--- src/rtl/nanfx_pkg.sv ---
package nanfx_pkg;
  localparam int SGL_EXP_W  = 8;
  localparam int SGL_FRAC_W = 23;
  localparam int DBL_EXP_W  = 11;
  localparam int DBL_FRAC_W = 52;
  localparam int SGL_W      = 1 + SGL_EXP_W + SGL_FRAC_W;
  localparam int DBL_W      = 1 + DBL_EXP_W + DBL_FRAC_W;
  localparam int CAN_W      = 64;

  typedef enum logic [1:0] {
    XL_S2D = 2'b00,
    XL_D2S = 2'b01,
    XL_S2S = 2'b10,
    XL_D2D = 2'b11
  } xlate_e;

  function automatic logic src_is_dbl(input logic [1:0] code);
    return code[0];
  endfunction

  function automatic logic dst_is_dbl(input logic [1:0] code);
    return ~(code[1] ^ code[0]);
  endfunction
endpackage

--- src/rtl/nanfx_decode.sv ---
module nanfx_decode #(
  parameter int EXP_W  = 8,
  parameter int FRAC_W = 23,
  parameter int CAN_W  = 64,
  localparam int VAL_W = 1 + EXP_W + FRAC_W,
  localparam int PAD_W = CAN_W - FRAC_W
) (
  input  logic [VAL_W-1:0] val,
  input  logic             inv_pol,
  output logic             is_quiet,
  output logic             is_sig,
  output logic             can_sign,
  output logic [CAN_W-1:0] can_hi
);
  logic             exp_ones;
  logic             frac_nz;
  logic             top_bit;
  logic             is_nan;

  always_comb begin
    exp_ones = &val[VAL_W-2 -: EXP_W];
    frac_nz  = |val[FRAC_W-1:0];
    top_bit  = val[FRAC_W-1];
    is_nan   = exp_ones & frac_nz;
    is_quiet = is_nan & (top_bit ^ inv_pol);
    is_sig   = is_nan & ~(top_bit ^ inv_pol);
    can_sign = val[VAL_W-1];
    can_hi   = {val[FRAC_W-1:0], {PAD_W{1'b0}}};
  end
endmodule

--- src/rtl/nanfx_encode.sv ---
module nanfx_encode #(
  parameter int EXP_W  = 8,
  parameter int FRAC_W = 23,
  parameter int CAN_W  = 64,
  localparam int VAL_W = 1 + EXP_W + FRAC_W,
  localparam int PAD_W = CAN_W - FRAC_W
) (
  input  logic             can_sign,
  input  logic [CAN_W-1:0] can_hi,
  input  logic             inv_pol,
  input  logic             force_dflt,
  output logic [VAL_W-1:0] val,
  output logic             used_dflt,
  output logic             dropped_nz
);
  logic [FRAC_W-1:0] payload;
  logic [FRAC_W-1:0] dflt_frac;

  always_comb begin
    payload    = can_hi[CAN_W-1 -: FRAC_W];
    dropped_nz = |can_hi[PAD_W-1:0];
    dflt_frac  = inv_pol ? {1'b0, {(FRAC_W-1){1'b1}}}
                         : {1'b1, {(FRAC_W-1){1'b0}}};
    used_dflt  = force_dflt | ~(|payload);
    if (used_dflt) val = {1'b0, {EXP_W{1'b1}}, dflt_frac};
    else           val = {can_sign, {EXP_W{1'b1}}, payload};
  end
endmodule

--- src/rtl/nan_fmt_xlate.sv ---
module nan_fmt_xlate
  import nanfx_pkg::*;
(
  input  logic [DBL_W-1:0] src_val,
  input  logic [1:0]       fmt_sel,
  input  logic             snan_msb_one,
  input  logic             dflt_nan_en,
  output logic [DBL_W-1:0] dst_val,
  output logic             invalid
);
  logic             src_dbl, dst_dbl;
  logic             s_quiet, s_sig, s_sign;
  logic             d_quiet, d_sig, d_sign;
  logic [CAN_W-1:0] s_hi, d_hi;
  logic             src_quiet, src_sig, mid_sign;
  logic [CAN_W-1:0] mid_hi;
  logic [SGL_W-1:0] s_out;
  logic [DBL_W-1:0] d_out;
  logic             s_used_dflt, d_used_dflt;
  logic             s_dropped_nz, d_dropped_nz;

  assign src_dbl = src_is_dbl(fmt_sel);
  assign dst_dbl = dst_is_dbl(fmt_sel);

  nanfx_decode #(.EXP_W(SGL_EXP_W), .FRAC_W(SGL_FRAC_W), .CAN_W(CAN_W)) u_dec_s (
    .val(src_val[SGL_W-1:0]), .inv_pol(snan_msb_one),
    .is_quiet(s_quiet), .is_sig(s_sig), .can_sign(s_sign), .can_hi(s_hi));

  nanfx_decode #(.EXP_W(DBL_EXP_W), .FRAC_W(DBL_FRAC_W), .CAN_W(CAN_W)) u_dec_d (
    .val(src_val), .inv_pol(snan_msb_one),
    .is_quiet(d_quiet), .is_sig(d_sig), .can_sign(d_sign), .can_hi(d_hi));

  always_comb begin
    src_quiet = src_dbl ? d_quiet : s_quiet;
    src_sig   = src_dbl ? d_sig   : s_sig;
    mid_sign  = src_dbl ? d_sign  : s_sign;
    mid_hi    = src_dbl ? d_hi    : s_hi;
  end

  nanfx_encode #(.EXP_W(SGL_EXP_W), .FRAC_W(SGL_FRAC_W), .CAN_W(CAN_W)) u_enc_s (
    .can_sign(mid_sign), .can_hi(mid_hi), .inv_pol(snan_msb_one),
    .force_dflt(dflt_nan_en), .val(s_out), .used_dflt(s_used_dflt),
    .dropped_nz(s_dropped_nz));

  nanfx_encode #(.EXP_W(DBL_EXP_W), .FRAC_W(DBL_FRAC_W), .CAN_W(CAN_W)) u_enc_d (
    .can_sign(mid_sign), .can_hi(mid_hi), .inv_pol(snan_msb_one),
    .force_dflt(dflt_nan_en), .val(d_out), .used_dflt(d_used_dflt),
    .dropped_nz(d_dropped_nz));

  assign dst_val = dst_dbl ? d_out : {{(DBL_W-SGL_W){1'b0}}, s_out};
  assign invalid = src_sig;
endmodule

--- config.mk ---
export PLATFORM = sky130hd
export DESIGN_NAME = nan_fmt_xlate
export DESIGN_NICKNAME = d
export VERILOG_FILES = /design/src/rtl/nanfx_pkg.sv /design/src/rtl/nanfx_decode.sv /design/src/rtl/nanfx_encode.sv /design/src/rtl/nan_fmt_xlate.sv
export SDC_FILE = /design/constraint.sdc
export NUM_CORES = 1
export LEC_CHECK = 0
export ABC_AREA = 0
export BUFFER_PORTS_ARGS = -buffer_cell sky130_fd_sc_hd__buf_2
export CORE_MARGIN = 5
export CORE_UTILIZATION = 48
export DETAILED_ROUTE_END_ITERATION = 10
export PLACE_DENSITY = 0.91
export SLEW_MARGIN = 40
export SYNTH_ARGS = -nofsm -noshare
export SYNTH_HDL_FRONTEND = slang
export SYNTH_SLANG_ARGS = --single-unit
export TNS_END_PERCENT = 20
--- constraint.sdc ---
create_clock -name vclk -period 5.84
set_input_delay 1.168 -clock vclk [all_inputs]
set_output_delay 1.168 -clock vclk [all_outputs]
set_load 0.01 [all_outputs]
==> summary.txt <==
Combinational family with the most area after synthesis = compound AO/OA/AOI/OAI gates
Outcome = completed
Distinct cell type count after synthesis = 46
Vias in the first global route = 2468
Vias per cell = 6.100
Internal = 89.09 uW
Slew @ Worst Pin = 0.8039 ns
Register area share after synthesis = 0
Crit path cell chain = buf_2 -> inv_1 -> nand3_1 -> nor2_1 -> a311oi_4 -> nand2_1 -> o21ai_0 -> buf_2
Number of port buffers = 133
Setup TNS = 0 ns
Adder-cell share of the synthesized area = 0
Min Hold Slack = 2.654 ns
Hold Crit Class = input pin to primary output
Fmax = 0.2009 GHz
Global route overflow = 0
Clk pwr share = 0
Dpl cells = 438
Synth Area in Simple Gates = 0.1752
Syn_nets = 354
Ant diodes = 0
Yosys warns = 0
Horiz. Die Dim = 73.26 um
Worst EP required = 4.67 ns
Final hold violation count = 0
Area of the multi-input gates = 1500 um2
Crit-path max FO = 31
Die area = 5366 um2
Crit path launch type = input pin
Most frequent CP cell = buf_2
Core ar. = 3943 um2
PD cells = 86.67 nW/um2
FF+latch count = 0
Gr usage total = 0.2481
1st-iter DRT viols = 269
Antenna Nets Post-Route = 0
RePlAce Congestion = 0.9282
Cells after synthesis = 286
Seq pwr share = 0
Final net count = 458
Placement Rows = 23
Setup bufs post-CTS = 0
Placed Area = 2416 um2
Fin crit period = 4.979 ns
Area Overhead vs Synth = 26.19%
Post-layout util = 0.6147
Max-slew headroom = 0.4625
VDD IR max = 0.00006047 V
Max-slew violations = 0
Overall Power = 210.1 uW
Initial antenna violation count = 0
CLK BUF = 0
Mux contribution to synthesized area = 0.1466
Hpwl dp = 5654 um
Sw Ratio = 0.5759
Worst Setup End Kind = primary output
Die Ht = 73.26 um
First-pass GRT wire length = 11160 um
Register area = 0 um2
# IOs = 133
Slowest-stage cell, CP = buf_2
Post-CTS Hold Buffers = 0
Final Cell Area = 2424 um2
Switching pwr = 121.0 uW
Xor-xnor portion of the synthesized cell area = 0.009121
Fin crit share = 0.8525
Syn Std Cell Area = 1921 um2
CP Capture Point = dst_val[49]
RSZ-0062 raised after global routing = no
Max cap viols = 0
Starting Density = 0.4871
Detailed Routing Iterations Pass 1 = 6
Slowest Stage Delay on Critical Path = 0.60 ns
Setup ws final = 0.8615 ns
Avg Inst Size Synth = 6.715 um2
Number of remaining DRC errors = 0
Fin cells = 438
CP Class = input pin to primary output
Setup slack at placement = 0.8980 ns
Via count = 2672
Final setup viols = 0
CTS resizes = 0
Fill cells = 376
Logic pwr share = 1.000
Routed WL = 7274 um
Pleak = 1.418 nW
Wire per inst = 16.61 um
Layout cells sized above 1 = 0.3840
WP data arrival = 3.81 ns
Compound-gate portion of the synthesized area = 0.4339
Setup crit start = fmt_sel[0]
Largest net degree at the start of global routing = 32
## power by group through the flow
stage	Sequential (mW)	Clock, mW	Combinational (mW)
after floorplan	0	0	0.132
after global placement	0	0	0.202
after detailed placement	0	0	0.207
after CTS	0	0	0.208
after global routing	0	0	0.229
final	0	0	0.210
## cells by family (layout without fill, tap and decap cells)
logic type	count (synthesis)	count (layout)
xor+xnor	2	2
buf+inv	81	183
mux	28	28
compound gates	114	114
simple gates	61	61
## layer usage
layer  up-vias  part of all wire  track usage  routed length [um]
li1       1266                 -            -                   -
met1      1225              0.38       0.2995                2753
met2       165              0.51       0.4598                3675
met3        16              0.10      0.03557                 724
met4         0             0.016      0.05123                 119
met5         -                 0            0                   0
## critical path: cells and delay by family
family,cells,cell delay (ns)
compound gates,2,0.89
buf+inv,3,0.99
simple gates,3,0.75
## worst min-delay path by stage
stage,depth (start not counted),to,slack (ns),startpoint
6_report,3,dst_val[28],2.65,src_val[28]
5_1_grt,3,dst_val[26],2.68,src_val[26]
4_1_cts,3,dst_val[28],2.65,src_val[28]
3_5_place_dp,3,dst_val[28],2.65,src_val[28]
3_3_place_gp,3,dst_val[26],2.65,src_val[26]
2_1_floorplan,1,dst_val[25],2.46,src_val[25]
## final cells by class
type | count | area share
Timing Repair Buffer | 135 | 0.2808
Multi-Input combinational cell | 205 | 0.6190
Inverter | 48 | 0.07434
Tap cell | 50 | 0.02581
## Yosys cell counts, drive strengths merged, types with 2 or more instances
cell	instances	area share
inv	48	0.094
a21o	27	0.11
mux2i	27	0.14
o21ai	25	0.073
o32ai	22	0.10
a31oi	21	0.068
nor2	19	0.037
buf	18	0.076
clkbuf	13	0.057
nor4	11	0.036
nand4	6	0.020
nand2	5	0.0098
nor3	5	0.019
a21oi	4	0.010
and2	4	0.014
nand3	4	0.010
a211oi	2	0.0078
a22oi	2	0.0078
a41oi	2	0.0091
dlygate4sd1	2	0.0091
nand2b	2	0.0065
xor2	2	0.0091
## layout by cell type, fill, tap and decap left out, types with 5 or more instances in the layout
cell	n
nand4_1	6
nor2_1	19
a31oi_1	21
a21o_1	26
o32ai_1	22
buf_2	133
nand2_1	5
o21ai_0	23
nor4_1	11
inv_1	48
mux2i_1	27
Note: power is estimated with default switching activity, not from simulation.
